===== src/rtl/pwm_rf_pkg.sv =====
// Package: shared constants for the runt-free PWM generator.
// Assumes: nothing; holds only the default counter width.
package pwm_rf_pkg;
    localparam int unsigned DEF_CNT_W = 12;
endpackage


===== src/rtl/pwm_period_ctr.sv =====
// Module: pwm_period_ctr
// Free-running period counter of CNT_W bits. It wraps from all-ones to zero,
// so a period is 2**CNT_W clocks. It presents the current count, the count
// for the next clock, and a flag that is set on the last slot of a period.
// Assumes: synchronous active-low reset; counts on every clock edge.
module pwm_period_ctr #(
    parameter int unsigned CNT_W = 12
) (
    input  logic             clk,
    input  logic             rst_n,
    output logic [CNT_W-1:0] cnt_q,
    output logic [CNT_W-1:0] cnt_d,
    output logic             last_slot
);
    localparam logic [CNT_W-1:0] LAST = '1;

    // Next count: the natural wrap of an unsigned add
    always_comb begin
        cnt_d     = cnt_q + 1'b1;
        last_slot = (cnt_q == LAST);
    end

    // Count register: cleared by reset, advances every clock
    always_ff @(posedge clk) begin
        if (!rst_n) cnt_q <= '0;
        else        cnt_q <= cnt_d;
    end
endmodule


===== src/rtl/pwm_width_buffer.sv =====
// Module: pwm_width_buffer
// Two-stage width buffer. The staging register captures width_i on a rising
// load strobe. The active register copies the staging register only on the
// edge that ends a period (last_slot high). The next active value is also
// presented so that the output stage can apply it on the first clock of the
// new period.
// Assumes: load_i is synchronous to clk; reset clears both stages.
module pwm_width_buffer #(
    parameter int unsigned CNT_W = 12
) (
    input  logic             clk,
    input  logic             rst_n,
    input  logic             load_i,
    input  logic [CNT_W-1:0] width_i,
    input  logic             last_slot,
    output logic [CNT_W-1:0] staged_q,
    output logic [CNT_W-1:0] active_q,
    output logic [CNT_W-1:0] active_d
);
    logic load_prev;
    logic load_rise;

    // Rising-level detect on the load strobe
    always_comb load_rise = load_i && !load_prev;

    // Remember the load level from the last edge
    always_ff @(posedge clk) begin
        if (!rst_n) load_prev <= 1'b0;
        else        load_prev <= load_i;
    end

    // Stage one: take the new width on a rising load
    always_ff @(posedge clk) begin
        if (!rst_n)         staged_q <= '0;
        else if (load_rise) staged_q <= width_i;
    end

    // Next active width: move it forward only at the period boundary
    always_comb active_d = last_slot ? staged_q : active_q;

    // Stage two: the width in use for the whole current period
    always_ff @(posedge clk) begin
        if (!rst_n) active_q <= '0;
        else        active_q <= active_d;
    end
endmodule


===== src/rtl/pwm_out_stage.sv =====
// Module: pwm_out_stage
// Registered comparator. It drives the output high for the slots whose index
// is below the active width. It compares the next count with the next active
// width, so the flop holds the value for the slot the counter is entering.
// Assumes: cnt_d and active_d are the values that will be registered on the
// same edge.
module pwm_out_stage #(
    parameter int unsigned CNT_W = 12
) (
    input  logic             clk,
    input  logic             rst_n,
    input  logic [CNT_W-1:0] cnt_d,
    input  logic [CNT_W-1:0] active_d,
    output logic             pwm_q
);
    logic pwm_d;

    // High while the slot being entered is below the width
    always_comb pwm_d = (cnt_d < active_d);

    // Output flop: glitch-free, low in reset
    always_ff @(posedge clk) begin
        if (!rst_n) pwm_q <= 1'b0;
        else        pwm_q <= pwm_d;
    end
endmodule


===== src/rtl/pwm_runtfree_gen.sv =====
// Module: pwm_runtfree_gen (top)
// Single-channel PWM generator with a double-buffered width, so every period
// runs with one fixed width and no runt pulse can occur. This module joins the
// period counter, the width buffer and the output stage.
// Assumes: one clock domain; synchronous active-low reset.
module pwm_runtfree_gen #(
    parameter int unsigned CNT_W = pwm_rf_pkg::DEF_CNT_W
) (
    input  logic             clk,
    input  logic             rst_n,
    input  logic             load_i,
    input  logic [CNT_W-1:0] width_i,
    output logic             pwm_o
);
    logic [CNT_W-1:0] cnt_q;
    logic [CNT_W-1:0] cnt_d;
    logic             last_slot;
    logic [CNT_W-1:0] staged_q;
    logic [CNT_W-1:0] active_q;
    logic [CNT_W-1:0] active_d;

    pwm_period_ctr #(.CNT_W(CNT_W)) u_ctr (
        .clk       (clk),
        .rst_n     (rst_n),
        .cnt_q     (cnt_q),
        .cnt_d     (cnt_d),
        .last_slot (last_slot)
    );

    pwm_width_buffer #(.CNT_W(CNT_W)) u_buf (
        .clk       (clk),
        .rst_n     (rst_n),
        .load_i    (load_i),
        .width_i   (width_i),
        .last_slot (last_slot),
        .staged_q  (staged_q),
        .active_q  (active_q),
        .active_d  (active_d)
    );

    pwm_out_stage #(.CNT_W(CNT_W)) u_out (
        .clk      (clk),
        .rst_n    (rst_n),
        .cnt_d    (cnt_d),
        .active_d (active_d),
        .pwm_q    (pwm_o)
    );
endmodule


===== config.mk =====
export PLATFORM = sky130hd
export DESIGN_NAME = pwm_runtfree_gen
export DESIGN_NICKNAME = d
export VERILOG_FILES = /design/src/rtl/pwm_rf_pkg.sv /design/src/rtl/pwm_period_ctr.sv /design/src/rtl/pwm_width_buffer.sv /design/src/rtl/pwm_out_stage.sv /design/src/rtl/pwm_runtfree_gen.sv
export SDC_FILE = /design/constraint.sdc
export NUM_CORES = 1
export LEC_CHECK = 0
export ABC_AREA = 1
export CORE_ASPECT_RATIO = 2
export CORE_MARGIN = 10
export CORE_UTILIZATION = 50
export DETAILED_ROUTE_END_ITERATION = 8
export PLACE_DENSITY = 0.71
export SLEW_MARGIN = 20
export SYNTH_ARGS = -nofsm -noshare
export SYNTH_HDL_FRONTEND = slang
export SYNTH_SLANG_ARGS = --single-unit

===== constraint.sdc =====
create_clock -name clk -period 4.7 [get_ports clk]
set_input_delay 0.47 -clock clk [delete_from_list [all_inputs] [get_ports clk]]
set_output_delay 0.47 -clock clk [all_outputs]
set_load 0.01 [all_outputs]

# After elaboration in Yosys (flattened, before gate mapping)
# Cells that the tools add are included.
dict set report word_totals {
  reg_bits 38
  out_inout_bits 1
  wordCells 11
}
dict set report classes {
  add_sub_neg 1
  order_cmp 1
  eq_ne 1
  mux 1
  reduce_logical 2
}
# op n
set op_table {}
lappend op_table {{12-bit by 1-bit adder with 12-bit output (second input constant)} 1}
lappend op_table {{12-bit == test (second input constant)} 1}
lappend op_table {{12-bit < comparator} 1}
lappend op_table {{12-bit two-way mux} 1}
lappend op_table {{1-bit logical AND} 1}
lappend op_table {{1-bit zero test} 1}

# Longest topological paths before layout
# Gate-level depths: netlist of run 1.
dict set report depth {
  word_depth 3
  ltp_mapped 13
  ltp_nobuf 13
}

# Modules after synthesis
# From an unflattened synthesis of run 1, not the netlist that was laid out.
dict set report hier_totals {
  hier_cells 293
  hier_area_um2 1931.9
}
# module n_inst cells_per_inst area_each_um2 seq_area_each_um2
set modules_own_cells {}
lappend modules_own_cells {pwm_width_buffer 1 147 1011.0 500.5}
lappend modules_own_cells {pwm_period_ctr 1 90 586.8 240.2}
lappend modules_own_cells {pwm_out_stage 1 56 334.1 20.0}

# Least setup slack after synthesis of run 1
# OpenSTA, ideal clock, no wires.
dict set report synth_timing {
  path_type {flip-flop to flip-flop}
  from {reg u_ctr.cnt_q[0]}
  to {reg u_out.pwm_q}
  setup_time_ps 121
  arrival_ps 1878
  required_ps 4579
  path_slack_ps 2700
  path_stages_with_launch 14
  n_path_buf 0
  period_less_slack_ps 2000
  path_cell_list {dfxtp_1 ha_1 nand2_2 nor2_4 inv_2 nor3b_4 nand4_2 xnor2_2 ha_1 nand2_1 inv_1 nand3_1 nor3_1 a21oi_1}
}
dict set report synth_between {
  word_cells_on_any_way 4
}
# item line
set synth_rtl {}
lappend synth_rtl {{start, declared} pwm_period_ctr.sv:11} ;# output logic [CNT_W-1:0] cnt_q,
lappend synth_rtl {{start signal, assigned} pwm_period_ctr.sv:26} ;# else cnt_q <= cnt_d;
lappend synth_rtl {{12-bit by 1-bit adder with 12-bit output} pwm_period_ctr.sv:19} ;# cnt_d = cnt_q + 1'b1;
lappend synth_rtl {{named net cnt_d[10]} pwm_runtfree_gen.sv:16} ;# logic [CNT_W-1:0] cnt_d;
lappend synth_rtl {{12-bit < comparator} pwm_out_stage.sv:19} ;# always_comb pwm_d = (cnt_d < active_d);
lappend synth_rtl {{end signal, assigned} pwm_out_stage.sv:24} ;# else pwm_q <= pwm_d;
lappend synth_rtl {{end, declared} pwm_out_stage.sv:14} ;# output logic pwm_q
# The timed path passes the listed nets, and every way through them passes these cells.
# A chain may end at the register's enable or synchronous reset.

# Worst setup path after layout of run 1
dict set report layout_timing {
  from {reg u_ctr.cnt_q[0]}
  to {reg u_out.pwm_q}
}
dict set report layout_between {
  elab_chain_cells 3
  word_cells_on_any_way 4
}
# item line
set layout_rtl {}
lappend layout_rtl {{branches (longest 2 deep; another with 12-bit by 1-bit adder with 12-bit output)} n/a}
lappend layout_rtl {{12-bit < comparator (*)} pwm_out_stage.sv:19}
# Mark *: on every way between the ends.

==> summary by stage, run 1 <==
Detailed routing
The routed layout has 1325 vias. The number of DRC violations after detailed routing is 0. In the final routed layout, each cell accounts on average for 12.7 microns. The count of nets left with antenna violations once routing finished came out at 0. The average vias per placed instance is 5.20. The first detailed-routing pass took 4 iterations. The sum of routed wire length over all layers is 3.23 mm.

The detailed router finished its first iteration with 11 violations.

Global routing
The maximum number of pins on one net before global-route repair is 23. The first global-routing pass estimated 5.62 mm of wire. The via count of the first global-routing pass is 1316. The number of antenna violations at the first check in global routing was 0.

The total track usage is 0.118. For this run the aggregate overflow at the end of global routing stands at 0.

Floorplanning
After floorplanning, the core was sized to cover 0.00334 sq mm. The floorplan has 30 rows. The die span in x is 61.4 microns.

The initial utilization of the core area, before any placement, comes to 0.514. The number of ports placed on the die boundary is 16. The die is 103 microns tall.

The die covers 0.00632 sq mm.

Timing
Summed over all failing endpoints, the final setup total negative slack is 0 ns. The worst clock skew on the final layout is 0.00678 ns. Setup repair after global routing left no endpoint under its margin.

The worst slew slack as a fraction of its limit is 0.532. The transition at the pin with the smallest max-transition slack is 0.702 ns. The post-layout minimum cycle time is 2.34 ns.

The highest clock frequency the design can meet is 428 MHz. The final count of hold timing violations is 0. The setup violation total in the final timing report is 0. The total count of max-transition violations in the final report is 0. The post-route clock period utilization is 0.497.

Clock network
The clock transition at the register clock pins on the worst setup and hold paths after CTS is 0.07 ns. Counting along the longest clock path gives a buffer depth of 2. The clock tree from TritonCTS is built. The TritonCTS sink count is 38. The hold buffer count at CTS is 0.

The source-to-sink clock delay at the later pin of the worst-skew pair is 0.29 ns. Clock tree synthesis selected as its root buffer the cell clkbuf_8. The post-cts sizing count is 0. The number of post-CTS setup repair buffers is 0. Buffers inserted during clock tree synthesis total 5.

The H-tree generated during clock tree synthesis spans 2 levels.

Critical path
The largest fanout on the critical path is 12. The critical path in this run is classified as reg2reg. In this run the critical register-to-register path is launched from u_ctr.cnt_q[0]. The arrival time of data at the critical path endpoint is 2.56 ns. Across all register-to-register paths, the minimum setup slack is 2.36 ns. STA classifies the critical path startpoint as a flop. STA classifies the critical path endpoint as a flop.

Measured in cells, the most critical reg-to-reg path has a length of 11. The reg-to-reg endpoint is u_out.pwm_q. Data on the critical path is required at its endpoint by 4.92 ns.

Hold path
Along the worst hold path, the cell count comes to 1. The startpoint identified for the worst hold timing path is u_ctr.cnt_q[0]. For hold timing, the worst endpoint is u_ctr.cnt_q[0]. The tightest min-delay check is of the reg2reg type.

Cells and area
0 antenna diodes ended up in the layout. The area added between synthesis and finish is 14.1%. The share of cells above drive strength 1 is 0.0673. The layout has 315 filler cells. With fillers left out, the area of the finished cells amounts to 0.00196 sq mm. The finished layout holds 255 standard cells, fillers aside.

Measured on the finished design, the core utilization comes to 0.587. The final layout contains 251 nets.

Placement
The total of buffers placed on input and output ports is 15. Routability-driven placement finished with a final weighted congestion of 0.746. The post-place instance area is 0.00188 sq mm. Once detailed placement completed, the half-perimeter wirelength came to 2.53 mm. The cell count after placement is 249.

Synthesis
The cell count after synthesis is 208. The synthesized netlist net count is 235. The share of synthesized cell area in and, or, nand and nor gates is 0.246.

The number of enable flip-flop cells after synthesis is 0. The largest family of logic cells by synthesized area is simple AND/OR/NAND/NOR gates. Yosys mapped the design onto 25 distinct sky130hd cell types. The synthesized area per cell is 8.26 sq um. Of the total synthesized cell area, the portion taken by full adders, half adders and majority gates is 0.0874. The leading register cell type out of synthesis is dfxtp_1.

The complex-gate fraction of the synthesized area was 0.0663. The post-synthesis instance area is 0.00172 sq mm. The area share of xor/xnor cells in the synthesized design is 0.0299. The Yosys step of the flow raised 0 warnings.

The portion of synthesized area spent on multiplexers is 0.0641. Counting flops and latches in the post-synthesis netlist gives 38. Yosys instantiated no cell more often than nor2_1. Of the synthesized area, sequential elements account for 0.443. Ranked by total cell area, the synthesized netlist is headed by dfxtp_1, nor2_1, ha_1.

The fraction of synthesis flops using an asynchronous set or reset pin is 0. Counting instances in the post-synthesis netlist gives the leading cell types as nor2_1, dfxtp_1, nand2_1. The proportion of netlist area held by the largest area contributor is 0.443. The biggest area contributor in the post-synthesis netlist is dfxtp_1.

Power and ir drop
The worst-case IR drop observed on VDD is 0.241 mV. Summed over all cells, the static leakage comes to 0.968 nW. The cell area power density is 307 mW/mm^2.

Outcome
The run finished with clean final reports.

Run
Across the run, the number of max-cap violations was 0.
[cell type report]
| cell class | instances | area (sq um) | area share |
|---|---|---|---|
| Timing Repair Buffer | 15 | 150 | 0.0766 |
| Tap cell | 32 | 40.0 | 0.0204 |
| Sequential cell | 38 | 761 | 0.388 |
| Multi-Input combinational cell | 143 | 848 | 0.433 |
| Clock buffer | 6 | 82.6 | 0.0421 |
| Inverter | 21 | 78.8 | 0.0402 |
[where the power goes]
part | switching (W) | leakage, nW | internal (W)
clock network | 0.000103 | 0.0431 | 0.000113
registers | 0.00000586 | 0.310 | 0.000334
logic | 0.0000236 | 0.615 | 0.0000230
[through the flow]
step	hold WS (ns)	total power, W	worst slack (ns)
after global routing	0.497	0.000626	2.11
after floorplan	0.429	0.000372	2.70
after global placement	0.445	0.000394	2.43
after CTS	0.472	0.000609	2.35
final	0.474	0.000602	2.36
after detailed placement	0.456	0.000394	2.38
[cell usage in the layout (no fill, tap or decap)]
master	count
and2_1	1
inv_1	19
xnor2_2	1
nor3b_4	1
clkdlybuf4s50_1	15
clkbuf_8	6
and3_1	1
ha_1	12
nor2_4	2
nand3_1	4
inv_2	2
mux2i_1	11
nand4_1	3
nand2_2	1
nor2_1	50
nand4_2	1
o21ai_0	13
nand3_2	1
dfxtp_1	38
nor3_1	7
xor2_1	2
a21oi_1	8
nand2_1	21
o2111ai_1	1
xnor2_1	2
[state kept, by name (all words and copies together), names as in the netlist]
signal	flops
u_ctr.cnt_q	12
u_out.pwm_q	1
u_buf.staged_q	12
u_buf.load_prev	1
u_buf.active_q	12
[layer usage]
| metal | share of wire | up-vias | track usage |
|---|---|---|---|
| met5 | 0 | - | 0 |
| met2 | 0.55 | 15 | 0.214 |
| li1 | - | 699 | - |
| met3 | 0.025 | 8 | 0.0321 |
| met4 | 0.021 | 0 | 0.0519 |
| met1 | 0.40 | 603 | 0.117 |
[worst max-delay path: stages, from the launching register on]
cell       delay, ns
dfxtp_1         0.38
ha_1            0.20
nand2_2         0.08
nor2_4          0.13
nand3_2         0.33
mux2i_1         0.34
ha_1            0.28
a21oi_1         0.12
o21ai_0         0.09
nand4_1         0.08
o2111ai_1       0.10
a21oi_1         0.14
[how the worst max path moves through the flow]
stage | cells after the start | slack (ns) | startpoint | endpoint
after floorplan | 13 | 2.70 | u_ctr.cnt_q[0] | u_out.pwm_q
after global placement | 11 | 2.43 | u_ctr.cnt_q[0] | u_out.pwm_q
after detailed placement | 11 | 2.38 | u_ctr.cnt_q[0] | u_out.pwm_q
after CTS | 11 | 2.35 | u_ctr.cnt_q[0] | u_out.pwm_q
after global routing | 11 | 2.11 | u_ctr.cnt_q[0] | u_out.pwm_q
final | 11 | 2.36 | u_ctr.cnt_q[0] | u_out.pwm_q
[cell families (layout without fill, tap and decap cells)]
group           count (synthesis)  count (layout)
simple gates                   93              93
flops                          38              38
buf+inv                        27              42
compound gates                 22              22
fa+ha+maj                      12              12
mux                            11              11
xor+xnor                        5               5
Power figures use the tool's default switching activity.
==> inputs of run 2 (changes only) <==
Settings changed: PLACE_DENSITY 0.71 to 0.74.
Clock period 4.7 ns to 2 ns, I/O delays scaled along.
==> run 2 against run 1 <==
Net effect: the flow now finishes with violations (negative setup slack); wire length rose by 17%; sequential power rose by 140%; worst setup slack got worse by 2.5 ns; first-iteration DRC count rose to 2.6 times the previous value; clock power rose by 140%; utilization rose by 11 points; design area rose by 19%; global-route usage rose by 1.8 points; fmax rose by 8.3%; total power rose by 140%; critical endpoint unchanged; highest routed layer unchanged.
==> summary by stage, run 2 (same netlist as run 1, synthesis figures left out) <==
Outcome
The run finished, with violations left. The checks that failed: negative setup slack.

Global routing
After global routing, the most crowded layer is met2. The routing usage on met3 is 0.0345 (+0.00247). The met2 demand-to-capacity share in global routing was 0.250 (+0.0353). The first-pass GRT wire length is 6.56 mm (+17%). The total track usage is 0.136 (+0.0182). The number of antenna violations at the first check in global routing is 0 (unchanged). The maximum number of pins on one net before global-route repair is 23 (unchanged). The via count of the first global-routing pass is 1622 (+23%).

The remaining global-route overflow is 0 (unchanged). The global routing usage on met1 was 0.128 (+0.0115).

Clock network
The TritonCTS sink count came to 38 (unchanged). In this run the clock root is driven by a clkbuf_8. The clock tree from TritonCTS is built. The hold buffer count at CTS is 0 (unchanged).

The largest buffer count on any clock path was 2 (unchanged). The clock transition at the register clock pins on the worst setup and hold paths after CTS is 0.07 ns (about the same). The number of CTS-inserted buffers was 5 (unchanged).

The source-to-sink clock delay at the later pin of the worst-skew pair is 0.29 ns (about the same). The H-tree depth reported by CTS is 2 (unchanged).

Timing
The worst clock skew on the final layout came to 0.00811 ns (+0.00133 ns). The highest clock frequency the design can meet came to 464 MHz (+8.3%). The transition at the pin with the smallest max-transition slack came to 0.373 ns (-0.328 ns). The worst slew slack as a fraction of its limit came to 0.751 (+0.219). The final count of hold timing violations was 0 (unchanged). The total count of max-transition violations in the final report is 0 (unchanged). The post-route clock period utilization is 1.08 (+0.581).

The setup violation total in the final timing report is 1 (+1). The post-layout minimum cycle time is 2.16 ns (-0.179 ns). The final setup slack of the worst path is -0.156 ns (-2.52 ns). Setup repair after global routing could not meet its margin everywhere.

Floorplanning
The number of ports placed on the die boundary was 16 (unchanged). The effective utilization at floorplan is 0.514 (unchanged). The core outline area is 0.00334 sq mm (unchanged). The area of the die is 0.00632 sq mm (unchanged). The die span in x is 61.4 microns (unchanged). The die boundary height was 103 microns (unchanged). The placement row count was 30 (unchanged).

Critical path
The type of the setup path with the least slack is reg2reg. The sort of element at the end of the critical path is a flop. The arrival time of data at the critical path endpoint is 2.39 ns (-0.17 ns). The worst setup path is launched from a flop.

The signal on the critical path passes through ha_4 -> nand2_4 -> nor2_4 -> buf_6 -> nand3_4 -> mux2i_2 -> ha_1 -> a21oi_2 -> o21ai_1 -> nand4_1 -> o2111ai_2 -> a21oi_1. The largest fanout on the critical path is 8 (-4). On the critical path, the stage with the largest delay is an instance of dfxtp_4. The largest incremental delay on the critical path is 0.37 ns (about the same). The data required time at the worst endpoint was 2.23 ns (-2.69 ns).

Detailed routing
The sum of routed wire length over all layers was 3.78 mm (+17%). The average detailed-routed wire length per instance is 13.2 microns (+3.9%). The average vias per placed instance was 5.13 (-1.2%). The number of DRC violations after detailed routing is 0 (unchanged). The number of iterations in the first detailed-routing pass was 4 (unchanged). The count of nets left with antenna violations after detail routing was 0 (unchanged). The violation count after the first detailed-route iteration is 29 (+18). The overall via count from detail_route is 1473 (+11%).

Placement
The cell count after placement is 276 (+11%). The global placement routability congestion is 0.765 (+2.6%). The total of buffers placed on input and output ports was 15 (unchanged). The detailed-placement wirelength estimate is 2.77 mm (+9.4%).

Cells and area
Leaving out fill and tap cells, the most frequent cells in the layout are nor2_1, dfxtp_1, buf_4. The share of cells above drive strength 1 is 0.251 (+0.184). The final cell count without fillers was 287 (+13%). The share of the core filled with cells is 0.699 (+0.112). The area added between synthesis and finish is 35.8%.

In the final layout, the registers with the most flip-flops are u_buf.active_q: 12 flops, u_buf.staged_q: 12 flops, u_ctr.cnt_q: 12 flops. The number of inserted diodes was 0 (unchanged). Leaving out fill and tap cells, the most frequent cell in the layout is nor2_1. The final net count is 283 (+13%).

Hold path
The type of the worst min-delay path is in2reg.

Power and ir drop
The largest vdd supply drop is 0.656 mV (+170%). The cell area power density is 621 mW/mm^2 (+100%). The post-layout total power is 0.00145 W (+140%).

The leakage power total was 1.13 nW (+17%).

Run
The count of max-cap constraint violations is 0 (unchanged).
run 2: final timing paths:
kind | start | end | slack (ns) | cells after the start
hold / removal | load_i | u_buf.load_prev | 0.46 | 3
setup / recovery | u_ctr.cnt_q[0] | u_out.pwm_q | -0.16 | 12
setup reg to reg | u_ctr.cnt_q[0] | u_out.pwm_q | -0.16 | 12
hold reg to reg | u_buf.staged_q[0] | u_buf.staged_q[0] | 0.48 | 2
run 2: what timing repair did:
action	4_1_cts	5_1_grt
cloned	0	0
pin swaps	9	9
setup buffers	4	1
endpoints found under the setup margin	1	1
endpoints found under the hold margin	0	0
resized for setup	24	5
run 2: critical path, delay by kind of cell, from the launching register on:
family / cells / cell delay [ns]
adders and majority gates: 2 / 0.48
and+or+nand+nor: 4 / 0.46
AOI/OAI and AO/OA: 4 / 0.45
DFF: 1 / 0.37
muxes: 1 / 0.22
buffers and inverters: 1 / 0.11
run 2: cell type report:
| class | instances | area (sq um) |
|---|---|---|
| Fill cell | 271 | 1010 |
| Multi-Input combinational cell | 143 | 957 |
| Sequential cell | 38 | 769 |
| Timing Repair Buffer | 47 | 405 |
| Clock buffer | 6 | 82.6 |
| Inverter | 21 | 78.8 |
| Tap cell | 32 | 40.0 |
run 2: layer usage:
layer | part of all wire | vias up
met3 | 0.027 | 9
met5 | 0 | -
met4 | 0.027 | 0
li1 | - | 769
met2 | 0.57 | 17
met1 | 0.37 | 678
run 2: metrics by stage:
stage | worst slack, ns | TNS [ns] | hold slack [ns] | instance area [sq um]
after CTS | -0.107 | -0.107 | 0.454 | 2310
after floorplan | 0.0000933 | 0 | 0.293 | 1720
after global placement | -0.104 | -0.104 | 0.456 | 2080
final | -0.156 | -0.156 | 0.457 | 2330
after detailed placement | -0.173 | -0.173 | 0.481 | 2080
after global routing | -0.278 | -0.278 | 0.490 | 2330
run 2: power by group:
| part | total [W] | internal [W] | switching (W) |
|---|---|---|---|
| clock network | 0.000516 | 0.000266 | 0.000251 |
| logic | 0.000132 | 0.0000685 | 0.0000631 |
| registers | 0.000802 | 0.000785 | 0.0000178 |
| total | 0.00145 | 0.00112 | 0.000332 |
==> inputs of run 3 (changes only) <==
Settings changed: CORE_MARGIN 10 to unset.
==> run 3 against run 2 <==
Net effect: the run still ends with negative setup slack left; first-iteration DRC count grew 24%; design area decreased by 3.5%; sequential cell count stayed put; sequential power barely moved; fmax increased by 2.9%.
==> summary by stage, run 3 (same netlist as run 1, synthesis figures left out) <==
Detailed routing
The violation count after the first detailed-route iteration is 36 (+24%). The average vias per placed instance was 5.30 (+3.4%). The number of DRC violations after detailed routing came to 0 (unchanged). The count of nets left with antenna violations after detail routing is 0 (unchanged).

The number of iterations in the first detailed-routing pass is 4 (unchanged). The sum of routed wire length over all layers is 3.65 mm (-3.5%). The overall via count from detail_route is 1496 (+1.6%).

The average detailed-routed wire length per instance was 12.9 microns (-1.8%).

Global routing
The via count of the first global-routing pass was 1525 (-6.0%). The total track usage is 0.224 (+0.0882). The number of antenna violations at the first check in global routing is 0 (unchanged). The remaining global-route overflow is 0 (unchanged). The maximum number of pins on one net before global-route repair is 23 (unchanged).

The first-pass GRT wire length came to 6.28 mm (-4.2%).

Cells and area
In the final layout, the registers with the most flip-flops are u_buf.active_q: 12 flops, u_buf.staged_q: 12 flops, u_ctr.cnt_q: 12 flops. The share of cells above drive strength 1 came to 0.227 (-0.0239). The final cell count without fillers is 282 (-1.7%). The number of inserted diodes is 0 (unchanged).

The finished layout cell area is 0.00225 sq mm (-3.5%). The area added between synthesis and finish is 31.1%. The final net count came to 277 (-2.1%).

The library cells used most frequently in the layout, excluding fill and tap cells, are nor2_1, dfxtp_1, buf_4. Leaving out fill and tap cells, the most frequent cell in the layout is nor2_1.

Power and ir drop
The cell area power density came to 693 mW/mm^2 (+11%). The net switching power of the design is 0.000345 W (+4.1%). The share of power burned in the clock network is 0.408 (+0.052). The power share of the sequential group is 0.513 (-0.040). The cell-internal power was 0.00121 W (+8.5%).

The part of the power in combinational logic is 0.078 (-0.013). The post-layout total power is 0.00156 W (+7.5%). The largest vdd supply drop is 0.552 mV (-16%).

The leakage power total is 1.13 nW (about the same). The net switching share of the total power is 0.221 (-0.00723).

Floorplanning
The area of the die is 0.00369 sq mm (-42%). The die span in x was 43.4 microns (-29%). The core outline area was 0.00323 sq mm (-3.3%). The placement row count is 29 (-3.3%).

The effective utilization at floorplan was 0.532 (+0.0177). The number of ports placed on the die boundary is 16 (unchanged). The die boundary height came to 84.9 microns (-17%).

Timing
The final setup slack of the worst path is -0.0966 ns (+0.0599 ns). The worst clock skew on the final layout is 0.00846 ns (+0.000346 ns). The setup violation total in the final timing report is 1 (unchanged). The highest clock frequency the design can meet is 477 MHz (+2.9%). The setup TNS after final layout is -0.0966 ns (+0.0599 ns).

The post-route clock period utilization is 1.05 (-0.0299). The transition at the pin with the smallest max-transition slack is 0.372 ns (-0.00138 ns). The post-layout minimum cycle time was 2.10 ns (-0.0599 ns).

The total count of max-transition violations in the final report came to 0 (unchanged). The worst slew slack as a fraction of its limit is 0.752 (+0.000923). Setup repair after global routing could not meet its margin everywhere. The final count of hold timing violations is 0 (unchanged).

Clock network
The TritonCTS sink count was 38 (unchanged). The source-to-sink clock delay at the later pin of the worst-skew pair was 0.29 ns (about the same). The number of post-CTS setup repair buffers came to 0 (-4). TritonCTS built the clock tree. The number of CTS-inserted buffers was 5 (unchanged). The root buffer cell chosen for the clock tree is clkbuf_8. The largest buffer count on any clock path is 2 (unchanged).

The hold buffer count at CTS was 0 (unchanged). The H-tree depth reported by CTS was 2 (unchanged). The clock transition at the register clock pins on the worst setup and hold paths after CTS is 0.08 ns (about the same).

Hold path
The path class of the tightest hold or removal check is in2reg.

Critical path
The largest fanout on the critical path came to 9 (+1). The sort of element at the end of the critical path is a flop. Among all stages on the critical path, the largest delay is contributed by dfxtp_4. The signal on the critical path passes through ha_4 -> nand2_2 -> nor2_4 -> nand3_2 -> buf_12 -> mux2i_1 -> ha_1 -> a21oi_1 -> o21ai_0 -> nand4_1 -> o2111ai_1 -> a21oi_1.

The critical path is of the reg2reg type. The largest incremental delay on the critical path is 0.37 ns (about the same). The arrival time of data at the critical path endpoint came to 2.33 ns (-0.06 ns).

The data required time at the worst endpoint was 2.23 ns (about the same). Among the stages of the critical path, the cell type that occurs most often is a21oi_1. The launching element type of the critical path is a flop.

Placement
The detailed-placement wirelength estimate is 2.63 mm (-5.1%). The total of buffers placed on input and output ports was 15 (unchanged). The pre-CTS setup slack came to -0.0974 ns (+0.0753 ns). The post-place instance area is 0.00208 sq mm (+0.18%).

The cell count after placement is 274 (-0.72%). The global placement routability congestion came to 0.817 (+6.8%).

Outcome
The flow ran to the end, but the final reports show violations. The final reports fail on negative setup slack.

Run
The count of max-cap constraint violations is 0 (unchanged).
-- run 3: metal layers --
metal,vias up,GRT usage,part of all wire
met1,702,0.228,0.39
met5,-,0,0
met3,11,0.0426,0.027
li1,752,-,-
met2,31,0.404,0.55
met4,0,0.128,0.032
-- run 3: stage by stage --
step | hold slack [ns] | util
finish | 0.444 | 0.697
global route | 0.463 | 0.697
CTS | 0.446 | 0.688
detailed placement | 0.467 | 0.645
global placement | 0.454 | 0.645
floorplan | 0.293 | -
-- run 3: power groups by stage --
stage / sequential (W) / combinational (W) / clock [W]
final: 0.000801 / 0.000122 / 0.000637
after global routing: 0.000804 / 0.000140 / 0.000675
after CTS: 0.000799 / 0.000123 / 0.000646
after detailed placement: 0.000814 / 0.000120 / 0
after global placement: 0.000813 / 0.000116 / 0
after floorplan: 0.000812 / 0.0000615 / 0
-- run 3: final cells by class --
type	count	area, sq um
sequential	38	767
inverter	21	78.8
fill	249	977
timing repair buffer	41	358
clock buffer	5	68.8
tap	31	38.8
clock inverter	3	40.0
multi-input combinational	143	901
-- run 3: timing repair --
action	CTS	global route
gates resized for setup	8	8
pin swaps	1	0
endpoints found under the setup margin	1	1
-- run 3: path summary, 6_finish.rpt --
kind | slack, ns | endpoint | startpoint | cells past startpoint
worst max register to register | -0.1 | u_out.pwm_q | u_ctr.cnt_q[0] | 12
worst max-delay path | -0.1 | u_out.pwm_q | u_ctr.cnt_q[0] | 12
worst min register to register | 0.49 | u_buf.staged_q[0] | u_buf.staged_q[0] | 2
worst min-delay path | 0.44 | u_buf.load_prev | load_i | 3
-- run 3: worst max-delay path, delay by kind of cell, from the launching register on --
family                   cells  cell delay [ns]
adder cells (fa/ha/maj)      2             0.43
AO/OA/AOI/OAI                4             0.49
buffers and inverters        1             0.16
flip-flops                   1             0.37
AND/OR/NAND/NOR              4             0.38
multiplexers                 1             0.20
